[src/rtl/cart_cmd_decoder.sv]
module cart_cmd_decoder #(
  parameter int SECTOR_SHIFT = 9,
  parameter int CFG_W        = 8
) (
  input  logic             clk,
  input  logic             rst,
  input  logic             cmd_valid,
  output logic             cmd_ready,
  input  logic [63:0]      cmd_data,
  input  logic             card_hc,
  output logic             req_valid,
  input  logic             req_ready,
  output logic [1:0]       req_op,
  output logic [31:0]      req_addr,
  output logic             err,
  output logic [CFG_W-1:0] host_cfg
);
  localparam logic [7:0] OPC_RD    = 8'hB9;
  localparam logic [7:0] OPC_WR    = 8'hBB;
  localparam logic [7:0] OPC_RDSUM = 8'hBC;
  localparam logic [7:0] OPC_RDB   = 8'hB4;
  localparam logic [7:0] OPC_RAW   = 8'hC0;
  localparam logic [7:0] OPC_CFG   = 8'hC2;

  localparam logic [1:0] OP_READ  = 2'd0;
  localparam logic [1:0] OP_WRITE = 2'd1;
  localparam logic [1:0] OP_RAW   = 2'd2;
  localparam logic [1:0] OP_CFG   = 2'd3;

  typedef enum logic [1:0] {S_IDLE, S_EVAL, S_REQ} state_t;

  state_t      state;
  logic [63:0] cmd_q;

  wire [7:0]  opc    = cmd_q[63:56];
  wire [31:0] sector = cmd_q[55:24];
  wire [7:0]  sum    = cmd_q[63:56] ^ cmd_q[55:48] ^ cmd_q[47:40] ^ cmd_q[39:32]
                     ^ cmd_q[31:24] ^ cmd_q[23:16] ^ cmd_q[15:8];
  wire        sum_ok = (sum == cmd_q[7:0]);

  logic [31:0]      byte_addr;
  logic [CFG_W-1:0] cfg_val;
  assign byte_addr = sector << SECTOR_SHIFT;
  assign cfg_val   = sector[CFG_W-1:0];

  logic        dec_ok;
  logic        dec_cfg;
  logic [1:0]  dec_op;
  logic [31:0] dec_addr;

  always_comb begin
    dec_ok   = 1'b0;
    dec_cfg  = 1'b0;
    dec_op   = OP_READ;
    dec_addr = sector;
    case (opc)
      OPC_RD:    dec_ok = 1'b1;
      OPC_WR:    begin dec_ok = 1'b1; dec_op = OP_WRITE; end
      OPC_RDSUM: dec_ok = sum_ok;
      OPC_RDB:   begin dec_ok = !card_hc; dec_addr = byte_addr; end
      OPC_RAW:   begin dec_ok = 1'b1; dec_op = OP_RAW; end
      OPC_CFG:   begin
        dec_ok   = 1'b1;
        dec_cfg  = 1'b1;
        dec_op   = OP_CFG;
        dec_addr = 32'(cfg_val);
      end
      default:   dec_ok = 1'b0;
    endcase
  end

  assign cmd_ready = (state == S_IDLE);

  always_ff @(posedge clk) begin
    if (rst) begin
      state     <= S_IDLE;
      cmd_q     <= '0;
      req_valid <= 1'b0;
      req_op    <= OP_READ;
      req_addr  <= '0;
      err       <= 1'b0;
      host_cfg  <= '0;
    end else begin
      err <= 1'b0;
      case (state)
        S_IDLE: if (cmd_valid) begin
          cmd_q <= cmd_data;
          state <= S_EVAL;
        end
        S_EVAL: begin
          if (dec_ok) begin
            req_valid <= 1'b1;
            req_op    <= dec_op;
            req_addr  <= dec_addr;
            if (dec_cfg) host_cfg <= cfg_val;
            state <= S_REQ;
          end else begin
            err   <= 1'b1;
            state <= S_IDLE;
          end
        end
        S_REQ: if (req_ready) begin
          req_valid <= 1'b0;
          state     <= S_IDLE;
        end
        default: state <= S_IDLE;
      endcase
    end
  end
endmodule


[config.mk]
export PLATFORM = sky130hd
export DESIGN_NAME = cart_cmd_decoder
export DESIGN_NICKNAME = d
export VERILOG_FILES = /design/src/rtl/cart_cmd_decoder.sv
export SDC_FILE = /design/constraint.sdc
export NUM_CORES = 1
export LEC_CHECK = 0
export BUFFER_PORTS_ARGS = -buffer_cell sky130_fd_sc_hd__buf_2
export CORE_ASPECT_RATIO = 0.7
export CORE_MARGIN = 3
export CORE_UTILIZATION = 50
export CTS_BUF_LIST = sky130_fd_sc_hd__clkbuf_2 sky130_fd_sc_hd__clkbuf_4 sky130_fd_sc_hd__clkbuf_8
export DETAILED_ROUTE_END_ITERATION = 12
export HOLD_SLACK_MARGIN = 0.02
export PLACE_DENSITY_LB_ADDON = 0.08
export SYNTH_ARGS = -nofsm -noshare
export SYNTH_HDL_FRONTEND = slang
export SYNTH_SLANG_ARGS = --single-unit
export TNS_END_PERCENT = 20
[constraint.sdc]
create_clock -name clk -period 2.9 [get_ports clk]
set_clock_uncertainty 0.05 [all_clocks]
set_input_delay 0.29 -clock clk [delete_from_list [all_inputs] [get_ports clk]]
set_output_delay 0.29 -clock clk [all_outputs]
set_load 0.01 [all_outputs]
## Word-level counts from Yosys, hierarchy flattened

Cells that the tools add are included.

- Bits of input ports: 69
- Register bits: 110
- Word-level logic and storage cells: 48
- Output and inout port bits: 45

- Reduce and logical (&&, ||, !) cells: 10
- Bitwise logic cells: 7
- Equal/unequal tests: 12
- Mux-type cells: 12

Operator list:

| operator | count |
|---|---|
| $pmux 32 s2 | 1 |
| $eq 8x8->1 const B | 6 |
| $xor 8x8->8 | 6 |
| $pmux 2 s3 | 2 |
| $eq 8x8->1 | 1 |
| $mux 2 | 3 |
| $ne 2x2->1 const B | 3 |
| $reduce_and 2->1 | 3 |
| $reduce_and 3->1 | 2 |
| $mux 1 | 4 |
| $reduce_or 4->1 | 1 |
| $pmux 1 s3 | 1 |
| $eq 2x1->1 const B | 1 |
| $eq 2x2->1 const B | 1 |
| $logic_not 2->1 | 1 |
| $pmux 1 s2 | 1 |
| $reduce_bool 2->1 | 1 |
| $reduce_or 2->1 | 1 |
| $logic_not 1->1 | 1 |
| $not 1->1 | 1 |

## Logic depth before layout (Yosys ltp)

Gate-level depths: netlist of run 1.

- Depth in word-level cells: 10
- Depth in mapped cells: 8
- Gate-level depth less buffers: 7

## Worst setup path after synthesis of run 1

Ideal clock, no wire load.

- Path kind: flip-flop to flip-flop
- From: register cmd_q[62]
- To: register req_addr[22]
- Buffers on the path: 1
- Data required time: 2.704 ns
- Setup slack: 0.428 ns
- Arrival: 2.276 ns
- Clock period less this slack: 2.472 ns
- Stages on the path, launching flop included: 8
- Cell sequence: dfxtp_1 -> nand4b_1 -> or4_1 -> or4_4 -> or4b_1 -> nand2_2 -> buf_6 -> a211oi_2

- Cells in the longest elaborated chain, start to end: 9
- Elaborated cells between the ends (all ways): 17

RTL lines:

| what | line | RTL |
|---|---|---|
| start: declaration | 33 | `logic [63:0] cmd_q;` |
| start signal: assignment | 87 | `cmd_q <= cmd_data;` |
| $xor 8x8->8 (3 in series) | 37 | `wire [7:0] sum = cmd_q[63:56] ^ cmd_q[55:48] ^ cmd_q[47:40] ^ cmd_q[39:32]` |
| $xor 8x8->8 (3 in series) | 38 | `^ cmd_q[31:24] ^ cmd_q[23:16] ^ cmd_q[15:8];` |
| $eq 8x8->1 | 39 | `wire sum_ok = (sum == cmd_q[7:0]);` |
| $pmux 1 s3 | 56 | `case (opc)` |
| $reduce_and 2->1 (no source line) | -- |  |
| end signal: assignment | 94 | `req_addr <= dec_addr;` |
| end: declaration | 14 | `output logic [31:0] req_addr,` |

Several ways; a longest one is shown, not always the timed one.
A chain may end at the register's enable or synchronous reset.

## Worst setup path after layout of run 1

- From: register cmd_q[62]
- To: register req_addr[12]

The elaborated chain is that of the path after synthesis.

==> impl_metrics.sql, run 1 <==
INSERT INTO impl_metrics (metric_group, metric, value, unit) VALUES
('clocking', 'cts_tree', 'built', ''),
('placement', 'hpwl', '9119', 'um'),
('final_layout', 'final_cell_area', '5758', 'um2'),
('timing', 'timing.slew.headroom', '44.26', '%'),
('die', 'num_io_pins', '114', ''),
('timing', 'setup_repair_after_global_routing_missed_its_margin', 'false', ''),
('clocking', 'clk_root_buffer_cell', 'clkbuf_8', ''),
('critical_path', 'criticalPathCategory', 'reg -> reg', ''),
('logic_synthesis', 'yosysUniqueCellTypes', '38', ''),
('route', 'drt-wirelength-per-cell', '16.53', 'um'),
('timing', 'timing.fmax', '0.3710', 'GHz'),
('logic_synthesis', 'post-synth-top-area-cell', 'dfxtp_1', ''),
('power_and_ir_drop', 'irDropWorstVdd', '0.2706', 'mV'),
('route', 'number_of_search_and_repair_iterations_in_the_first_detailed_routing_pass', '5', ''),
('logic_synthesis', 'synth_edf_count', '0', ''),
('critical_path', 'critical_path_top_delay_cell', 'or4b_1', ''),
('clocking', 'cts_repair_resize_count', '0', ''),
('logic_synthesis', 'yosys_warnings', '0', ''),
('logic_synthesis', 'yosys_register_bits', '110', ''),
('clocking', 'cts.htree.levels', '3', ''),
('logic_synthesis', 'synth.top_cell.area_share', '45.35', '%'),
('clocking', 'cts.clk_slew.worst_paths', '0.10', 'ns'),
('clocking', 'clk-insertion-delay-late', '0.38', 'ns'),
('timing', 'period_needed', '2.695', 'ns'),
('clocking', 'ctsHoldBuffers', '0', ''),
('logic_synthesis', 'seq_area_frac_synth', '45.35', '%'),
('route', 'route.antenna.remaining_nets', '0', ''),
('final_layout', 'ff_latch_area', '2202', 'um2'),
('logic_synthesis', 'synth_top_cells_by_area', 'dfxtp_1 (45%), nand2_1 (10%), xnor2_1 (9.6%)', ''),
('critical_path', 'crit_path_max_fanout', '23', ''),
('final_layout', 'fill_cells', '842', ''),
('logic_synthesis', 'synth_async_sr_flop_share', '0', '%'),
('die', 'core', '9253', 'um2'),
('timing', 'max_slew.worst_pin.slew', '0.8361', 'ns'),
('final_layout', 'area_growth_syn_to_layout', '18.58', '%'),
('critical_path', 'critPathRequiredTime', '3.08', 'ns'),
('grt', 'antenna_found_initial', '0', ''),
('grt', 'groute.usage.overall', '23.97', '%'),
('logic_synthesis', 'synth_fp_nets', '632', ''),
('die', 'die_height', '88.45', 'um'),
('critical_path', 'critical_path.startpoint_type', 'flip-flop', ''),
('timing', 'setup-tns-final', '0', 'ns'),
('min_path', 'min_path_type', 'in -> reg', ''),
('clocking', 'clock_path_buffers', '2', ''),
('placement', 'globalplace.congestion', '0.8289', ''),
('route', 'drc_violations_left', '0', ''),
('route', 'detail_route.vias_per_cell', '5.420', ''),
('clocking', 'post_cts.repair.setup_buffers', '0', ''),
('final_layout', 'area_used_by_multi_input_combinational_logic', '2437', 'um2'),
('route', 'dr.first_iter.drc_count', '330', ''),
('clocking', 'tritoncts_sink_count', '110', ''),
('grt', 'first_global_vias', '3928', ''),
('critical_path', 'worstPathBufferInverterCount', '1', ''),
('die', 'initial_utilization', '52.48', '%'),
('outcome', 'run_status', 'complete, no violations', ''),
('clocking', 'cts-buffers-inserted', '9', ''),
('placement', 'post_dp_cell_area', '5564', 'um2'),
('logic_synthesis', 'post_synth.cell_area_avg', '8.625', 'um2'),
('timing', 'setup-violations-final', '0', ''),
('job', 'max_cap_viol_count', '0', ''),
('route', 'vias', '4298', ''),
('grt', 'wire_length_of_the_first_global_routing_pass', '20270', 'um'),
('timing', 'report.final.hold_viol_count', '0', ''),
('logic_synthesis', 'syn-instance-count', '563', ''),
('critical_path', 'critical-path-top-delay-family', 'simple AND/OR/NAND/NOR gates', ''),
('route', 'wirelength', '13110', 'um'),
('logic_synthesis', 'synthesis.area', '4856', 'um2'),
('timing', 'timing.final.crit_share', '92.93', '%'),
('die', 'die_w', '123.8', 'um'),
('power_and_ir_drop', 'power.density_cell_area', '515.6', 'nW/um2'),
('final_layout', 'nets', '733', '');
state kept, by name (all words and copies together) (netlist names):
| register | flops |
|---|---|
| state | 2 |
| cmd_q | 64 |
| req_addr | 32 |
| host_cfg | 8 |
| req_op | 2 |
| req_valid | 1 |
| err | 1 |
metrics by stage:
step	hold WS, ns	cells	worst slack [ns]	total power [W]	utilization [%]
finish	0.08095	793	0.2049	0.002969	62.23
global route	0.07536	793	0.03100	0.003093	62.23
CTS	0.07958	793	0.2190	0.002978	62.23
detailed placement	0.4134	777	0.2520	0.002076	60.14
global placement	0.3948	777	0.2850	0.002067	60.14
floorplan	0.3760	563	0.4279	0.001931	-
metal layers:
layer / share of wire, % / global-route usage (%)
met2: 46 / 38.21
met5: 0 / 0
met3: 7.0 / 4.920
met4: 0.74 / 5.025
met1: 46 / 33.92
cell usage in the layout, fill, tap and decap left out, drive strengths merged:
cell and instances:
nor2 22, nand3b 2, inv 9, nand2 133
bufinv 1, nor3b 1, nand3 3, a211oi 23
nor4b 3, nor3 24, o21ai 4, and3 1
or3b 1, nand4 1, nand2b 2, nor2b 3
a22oi 23, or2 1, and2 1, xor2 3
clkinv 2, dfxtp 110, nand4b 10, nor4 1
a21oi 76, clkinvlp 3, clkbuf 10, or4 2
buf 132, or4b 1, o41ai 8, xnor2 53
synthesized netlist by cell type, types with 7 or more instances:
| cell type | number |
|---|---|
| a211oi_2 | 19 |
| nand4b_1 | 10 |
| a21oi_1 | 76 |
| clkbuf_1 | 30 |
| xnor2_1 | 53 |
| inv_1 | 9 |
| o41ai_2 | 7 |
| nor3_1 | 24 |
| dfxtp_1 | 110 |
| nand2_1 | 132 |
| a22oi_1 | 23 |
| nor2_1 | 21 |
report_power, final:
| group | switching [W] | total, W | internal [W] |
|---|---|---|---|
| sequential | 0.0000554 | 0.00162 | 0.00156 |
| clock | 0.000518 | 0.000924 | 0.000406 |
| combinational | 0.000230 | 0.000425 | 0.000195 |
worst register-to-register path, stage by stage, from the launching register on:
cell      delay, ns
dfxtp_1        0.35
nand4b_1       0.24
or4_1          0.50
or4_4          0.45
or4b_1         0.52
nand2_2        0.12
buf_12         0.20
a211oi_1       0.10
layout make-up:
class,instances,area share [%]
clock buffers,10,2.282
multi-input cells,402,42.33
well taps,124,2.694
inverters,9,0.5867
repair buffers,132,12.78
flip-flops and latches,110,38.24
clock inverters,6,1.086
cells by family after synthesis:
family / Yosys count / synth area share [%]
AOI/OAI and AO/OA: 134 / 19.84
and+or+nand+nor: 212 / 20.05
buffers and inverters: 51 / 4.664
DFF: 110 / 45.35
xor gates and xnor gates: 56 / 10.10
final timing paths:
path                     start            to  depth (start not counted)
setup / recovery     cmd_q[62]  req_addr[12]                          7
hold / removal    cmd_data[56]     cmd_q[56]                          3
setup reg to reg     cmd_q[62]  req_addr[12]                          7
hold reg to reg      req_valid     req_valid                          2
(Power assumes the default switching activity.)
==> run 2: changes to the inputs <==
Settings changed: CTS_BUF_LIST sky130_fd_sc_hd__clkbuf_2 sky130_fd_sc_hd__clkbuf_4 sky130_fd_sc_hd__clkbuf_8 to sky130_fd_sc_hd__clkbuf_8.
==> run 2 against run 1 <==
Critical path depth increased by 1. Largest cell class unchanged. Via count hardly changed. Utilization is essentially flat. Cell area about the same. Cell count unchanged.
==> impl_metrics.sql, run 2 (synthesis results as in run 1) <==
INSERT INTO impl_metrics (metric_group, metric, value, unit) VALUES
('grt', 'wire_length_of_the_first_global_routing_pass', '20230', 'um'),
('outcome', 'run_status', 'complete, no violations', ''),
('final_layout', 'finalCoreUtilization', '62.19', '%'),
('min_path', 'worstHoldEndpoint', 'cmd_q[56]', ''),
('final_layout', 'register_with_the_highest_flop_count', 'cmd_q', ''),
('timing', 'timing.fmax', '0.3701', 'GHz'),
('final_layout', 'most-common-layout-cells', 'nand2_1 (131), buf_2 (112), dfxtp_1 (110), a21oi_1 (76), xnor2_1 (53)', ''),
('power_and_ir_drop', 'power_leakage', '2.253', 'nW'),
('route', 'route.antenna.remaining_nets', '0', ''),
('power_and_ir_drop', 'power.density_cell_area', '513.4', 'nW/um2'),
('route', 'drt-wirelength-per-cell', '16.49', 'um'),
('grt', 'grt-busiest-layer', 'met2', ''),
('critical_path', 'reg2reg_from', 'cmd_q[20]', ''),
('grt', 'use_met1', '33.92', '%'),
('clocking', 'cts_tree', 'built', ''),
('clocking', 'clk_root_buffer_cell', 'clkbuf_8', ''),
('die', 'num_io_pins', '114', ''),
('critical_path', 'worst-r2r-setup-slack', '0.20', 'ns'),
('grt', 'grt_max_degree', '76', ''),
('clocking', 'cts.htree.levels', '3', ''),
('clocking', 'cts_repair_resize_count', '0', ''),
('power_and_ir_drop', 'irDropWorstVdd', '0.2712', 'mV'),
('critical_path', 'worst_setup_ep_type', 'flip-flop', ''),
('timing', 'max_slew.worst_pin.slew', '0.8258', 'ns'),
('timing', 'setup_repair_after_global_routing_missed_its_margin', 'false', ''),
('route', 'wirelength', '13070', 'um'),
('timing', 'setup-tns-final', '0', 'ns'),
('die', 'std_cell_rows', '29', ''),
('critical_path', 'cp.arrival', '2.87', 'ns'),
('timing', 'finalMaxSlewViolations', '0', ''),
('route', 'dr.first_iter.drc_count', '313', ''),
('final_layout', 'layoutNonFillerInstCount', '793', ''),
('critical_path', 'r2r_cells', '8', ''),
('final_layout', 'layout-drive-gt1-share', '27.06', '%'),
('final_layout', 'area_growth_syn_to_layout', '18.50', '%'),
('clocking', 'cts.clk_slew.worst_paths', '0.10', 'ns'),
('final_layout', 'ff_latch_area', '2202', 'um2'),
('placement', 'placement.io_buffers', '113', ''),
('final_layout', 'fill_cells', '841', ''),
('clocking', 'clk-insertion-delay-late', '0.37', 'ns'),
('min_path', 'worstHoldStart', 'cmd_data[56]', ''),
('final_layout', 'nets', '733', ''),
('route', 'detail_route.vias_per_cell', '5.424', ''),
('die', 'die_height', '88.45', 'um'),
('grt', 'groute.usage.overall', '23.92', '%'),
('job', 'max_cap_viol_count', '0', ''),
('clocking', 'ctsHoldBuffers', '0', ''),
('final_layout', 'area_used_by_multi_input_combinational_logic', '2437', 'um2'),
('grt', 'grt_remaining_overflow', '0', ''),
('die', 'core', '9253', 'um2'),
('grt', 'antenna_found_initial', '0', ''),
('min_path', 'timing.hold.worst_path_depth', '3', ''),
('clocking', 'post_cts.repair.setup_buffers', '0', ''),
('die', 'die_w', '123.8', 'um'),
('final_layout', 'largest_reg_flops', '64', ''),
('timing', 'timing.final.crit_share', '93.17', '%'),
('placement', 'hpwl', '9119', 'um'),
('timing', 'timing.slew.headroom', '44.95', '%'),
('placement', 'globalplace.congestion', '0.8289', ''),
('grt', 'grtUsageMet2', '38.01', '%'),
('die', 'die_area', '10950', 'um2'),
('clocking', 'cts-buffers-inserted', '9', ''),
('grt', 'gr_met3_demand_resource', '4.920', '%'),
('timing', 'period_needed', '2.702', 'ns'),
('power_and_ir_drop', 'total_power', '0.002954', 'W'),
('critical_path', 'criticalPathCategory', 'reg -> reg', ''),
('route', 'drc_violations_left', '0', ''),
('final_layout', 'mostFrequentLayoutCell', 'nand2_1', ''),
('timing', 'setup-violations-final', '0', ''),
('clocking', 'tritoncts_sink_count', '110', ''),
('timing', 'fin_hold_ws', '0.08999', 'ns'),
('grt', 'first_global_vias', '3932', ''),
('clocking', 'clock_path_buffers', '2', ''),
('min_path', 'min_path_type', 'in -> reg', ''),
('final_layout', 'antenna-diode-count', '0', ''),
('timing', 'report.final.hold_viol_count', '0', ''),
('critical_path', 'critical_path.startpoint_type', 'flip-flop', ''),
('critical_path', 'worstSetupStartpoint', 'cmd_q[20]', ''),
('die', 'initial_utilization', '52.48', '%'),
('route', 'number_of_search_and_repair_iterations_in_the_first_detailed_routing_pass', '5', ''),
('placement', 'place_inst', '777', ''),
('route', 'vias', '4301', ''),
('critical_path', 'critPathRequiredTime', '3.07', 'ns'),
('critical_path', 'rr_endpoint', 'req_addr[12]', ''),
('final_layout', 'reg_top3', 'cmd_q: 64 flops, req_addr: 32 flops, host_cfg: 8 flops', ''),
('critical_path', 'crit_path_max_fanout', '23', '');
## run 2: worst max-delay path by stage
stage,to,slack [ns],cells past startpoint
floorplan,req_addr[22],0.43,7
global placement,req_addr[12],0.28,7
detailed placement,req_addr[12],0.25,7
CTS,req_addr[12],0.22,7
global route,req_addr[9],0.03,8
finish,req_addr[12],0.20,8
## run 2: per-layer routing
layer | wire [um] | vias up
met5 | 0 | -
li1 | - | 2123
met3 | 780 | 10
met1 | 6250 | 2023
met4 | 101 | 0
met2 | 5940 | 145
## run 2: area by class of cell
cell class	count	share of cell area, %
clock buffers	9	2.153
clock inverters	7	1.152
inverters	9	0.5871
multi-input cells	402	42.36
flip-flops and latches	110	38.27
well taps	124	2.696
repair buffers	132	12.79
## run 2: stage by stage
stage | area (um2) | worst slack [ns]
after CTS | 5754 | 0.2190
after global routing | 5754 | 0.03100
after global placement | 5564 | 0.2850
after floorplan | 4856 | 0.4279
after detailed placement | 5564 | 0.2520
final | 5754 | 0.1980
## run 2: report_power, final
group          switching (W)  internal [W]  total [W]  leakage (nW)
clock network       0.000515      0.000393   0.000909        0.0924
registers          0.0000554       0.00156    0.00162         0.897
logic               0.000231      0.000195   0.000426          1.26
total               0.000802       0.00215    0.00295          2.25
## run 2: worst max-delay path, stage by stage (launching register included)
cell,delay [ns]
dfxtp_1,0.34
xnor2_1,0.15
xnor2_1,0.37
xnor2_1,0.14
or4_4,0.55
or4b_1,0.52
nand2_2,0.12
buf_12,0.19
a211oi_1,0.09
==> run 3: changes to the inputs <==
Settings changed: CORE_ASPECT_RATIO 0.7 to not set.
==> run 3 against run 2 <==
Power increased by 3.3%. Maximum frequency increased by 1.4%. Count of clock-buffer cells in the layout increased by 1. Worst setup slack improved by 0.038 ns. Register-to-register slack improved by 0.04 ns. Routed wire length decreased by 3.1%. Utilization decreased by 0.25 points. Cell area increased by 0.41%. Die area decreased by 0.17%. Sequential share of layout area decreased by 0.16 points. Hold slack improved by 0.0097 ns. Largest power group unchanged. Highest routed layer unchanged.
==> impl_metrics.sql, run 3 (synthesis results as in run 1) <==
INSERT INTO impl_metrics (metric_group, metric, value, unit) VALUES
('die', 'num_io_pins', '114', ''),
('grt', 'wire_length_of_the_first_global_routing_pass', '20450', 'um'),
('power_and_ir_drop', 'pwr-share-seq', '53.2', '%'),
('placement', 'hpwl', '9065', 'um'),
('clocking', 'clk_root_buffer_cell', 'clkbuf_8', ''),
('critical_path', 'critical-path-top-cell-by-count', 'nand4b_1', ''),
('final_layout', 'reg_top3', 'cmd_q: 64 flops, req_addr: 32 flops, host_cfg: 8 flops', ''),
('route', 'drc_violations_left', '0', ''),
('route', 'number_of_search_and_repair_iterations_in_the_first_detailed_routing_pass', '4', ''),
('route', 'vias', '4208', ''),
('clocking', 'cts_tree', 'built', ''),
('job', 'max_cap_viol_count', '0', ''),
('clocking', 'cts-buffers-inserted', '9', ''),
('critical_path', 'worstSetupStartpoint', 'cmd_q[62]', ''),
('final_layout', 'register_with_the_highest_flop_count', 'cmd_q', ''),
('power_and_ir_drop', 'power_leakage', '2.265', 'nW'),
('final_layout', 'area_used_by_multi_input_combinational_logic', '2437', 'um2'),
('route', 'route.antenna.remaining_nets', '0', ''),
('route', 'dr.first_iter.drc_count', '235', ''),
('die', 'die_height', '104.6', 'um'),
('clocking', 'cts_repair_resize_count', '0', ''),
('final_layout', 'nets', '731', ''),
('critical_path', 'cp.arrival', '2.84', 'ns'),
('power_and_ir_drop', 'total_power', '0.003050', 'W'),
('final_layout', 'mostFrequentLayoutCell', 'nand2_1', ''),
('grt', 'first_global_vias', '4046', ''),
('power_and_ir_drop', 'irDropWorstVdd', '0.2851', 'mV'),
('timing', 'setup-tns-final', '0', 'ns'),
('die', 'initial_utilization', '52.06', '%'),
('final_layout', 'layout-drive-gt1-share', '26.84', '%'),
('power_and_ir_drop', 'power.density_cell_area', '527.9', 'nW/um2'),
('min_path', 'worstHoldStart', 'cmd_data[20]', ''),
('final_layout', 'ff_latch_area', '2202', 'um2'),
('placement', 'globalplace.congestion', '0.8482', ''),
('critical_path', 'reg2reg_from', 'cmd_q[62]', ''),
('route', 'detail_route.vias_per_cell', '5.286', ''),
('final_layout', 'area_growth_syn_to_layout', '18.99', '%'),
('power_and_ir_drop', 'p_clk_share', '33.4', '%'),
('outcome', 'run_status', 'complete, no violations', ''),
('clocking', 'cts.clk_slew.worst_paths', '0.10', 'ns'),
('timing', 'timing.slew.headroom', '41.28', '%'),
('critical_path', 'critical_path_top_delay_cell', 'or4b_1', ''),
('power_and_ir_drop', 'p_comb_share', '13.4', '%'),
('timing', 'max_slew.worst_pin.slew', '0.8749', 'ns'),
('critical_path', 'critical_path.startpoint_type', 'flip-flop', ''),
('timing', 'setup_repair_after_global_routing_missed_its_margin', 'false', ''),
('final_layout', 'largest_reg_flops', '64', ''),
('power_and_ir_drop', 'netSwitchingPower', '0.0007842', 'W'),
('final_layout', 'most-common-layout-cells', 'nand2_1 (131), buf_2 (112), dfxtp_1 (110), a21oi_1 (76), xnor2_1 (53)', ''),
('critical_path', 'criticalPathCategory', 'reg -> reg', ''),
('clocking', 'cts.htree.levels', '3', ''),
('die', 'die_w', '104.6', 'um'),
('timing', 'period_needed', '2.664', 'ns'),
('critical_path', 'cells_along_the_critical_path', 'nand4b_1 > or4_1 > or4_4 > or4b_1 > buf_4 > nand4b_1 > o41ai_2', ''),
('placement', 'placement.io_buffers', '113', ''),
('grt', 'groute.usage.overall', '22.98', '%'),
('critical_path', 'worst_setup_ep_type', 'flip-flop', ''),
('timing', 'report.final.hold_viol_count', '0', ''),
('clocking', 'tritoncts_sink_count', '110', ''),
('clocking', 'clock_path_buffers', '2', ''),
('critical_path', 'cp_slowest_stage_delay', '0.52', 'ns'),
('timing', 'timing.fmax', '0.3754', 'GHz'),
('final_layout', 'antenna-diode-count', '0', ''),
('die', 'core', '9328', 'um2'),
('route', 'drt-wirelength-per-cell', '15.92', 'um'),
('grt', 'grt_remaining_overflow', '0', ''),
('grt', 'grt_max_degree', '83', ''),
('die', 'die_area', '10930', 'um2'),
('min_path', 'min_path_type', 'in -> reg', ''),
('route', 'wirelength', '12670', 'um'),
('critical_path', 'critPathRequiredTime', '3.08', 'ns'),
('timing', 'finalMaxSlewViolations', '0', ''),
('final_layout', 'fill_cells', '867', ''),
('timing', 'setup-violations-final', '0', ''),
('power_and_ir_drop', 'switching_share', '25.71', '%'),
('grt', 'antenna_found_initial', '0', ''),
('critical_path', 'crit_path_max_fanout', '10', ''),
('die', 'std_cell_rows', '35', ''),
('clocking', 'ctsHoldBuffers', '0', ''),
('clocking', 'post_cts.repair.setup_buffers', '0', ''),
('clocking', 'clk-insertion-delay-late', '0.36', 'ns'),
('power_and_ir_drop', 'p_int', '0.002266', 'W'),
('timing', 'timing.final.crit_share', '91.87', '%');
[run 3: changes by cell type in the layout (fill, tap and decap cells not counted)]
cell        change
buf_4           -2
clkinvlp_4      -2
bufinv_16       +1
clkbuf_8        +1
clkinv_2        -1
inv_6           +1
[run 3: worst paths after layout]
check                                   end  slack (ns)  cells after the start
worst max-delay path            req_addr[5]        0.24                      7
worst min-delay path              cmd_q[20]         0.1                      3
worst max register to register  req_addr[5]        0.24                      7
worst min register to register    req_valid        0.41                      2
[run 3: final cells by class]
cell class / count / share of cell area (%)
multi-input cells: 402 / 42.18
clock buffers: 10 / 2.382
inverters: 9 / 0.5847
well taps: 129 / 2.793
repair buffers: 130 / 12.47
flip-flops and latches: 110 / 38.11
clock inverters: 6 / 1.472
[run 3: critical path: cells and delay by family, from the launching register on]
kind / cells / cell delay (ns)
flops: 1 / 0.35
simple gates: 5 / 1.84
compound gates: 1 / 0.09
buf+inv: 1 / 0.20
[run 3: power by group through the flow]
stage               clock network, W  logic, W  registers [W]
finish                       0.00102  0.000408        0.00162
global route                 0.00110  0.000452        0.00163
CTS                          0.00104  0.000409        0.00162
detailed placement                 0  0.000407        0.00166
global placement                   0  0.000403        0.00166
floorplan                          0  0.000291        0.00164
[run 3: per-layer routing]
layer / vias up / part of all wire [%] / track usage [%]
met4: 0 / 1.9 / 9.307
met5: - / 0 / 0
met1: 1950 / 47 / 32.20
li1: 2119 / - / -
met3: 19 / 4.9 / 3.644
met2: 120 / 46 / 35.33
[run 3: per-stage QoR]
step	utilization [%]	cell area (um2)	std cells	setup slack, ns	hold slack (ns)
floorplan	-	4856	563	0.4279	0.3760
global placement	59.56	5555	780	0.3038	0.3923
detailed placement	59.56	5555	780	0.2673	0.3983
CTS	61.94	5778	796	0.2448	0.08092
global route	61.94	5778	796	0.1384	0.08472
finish	61.94	5778	796	0.2359	0.09973
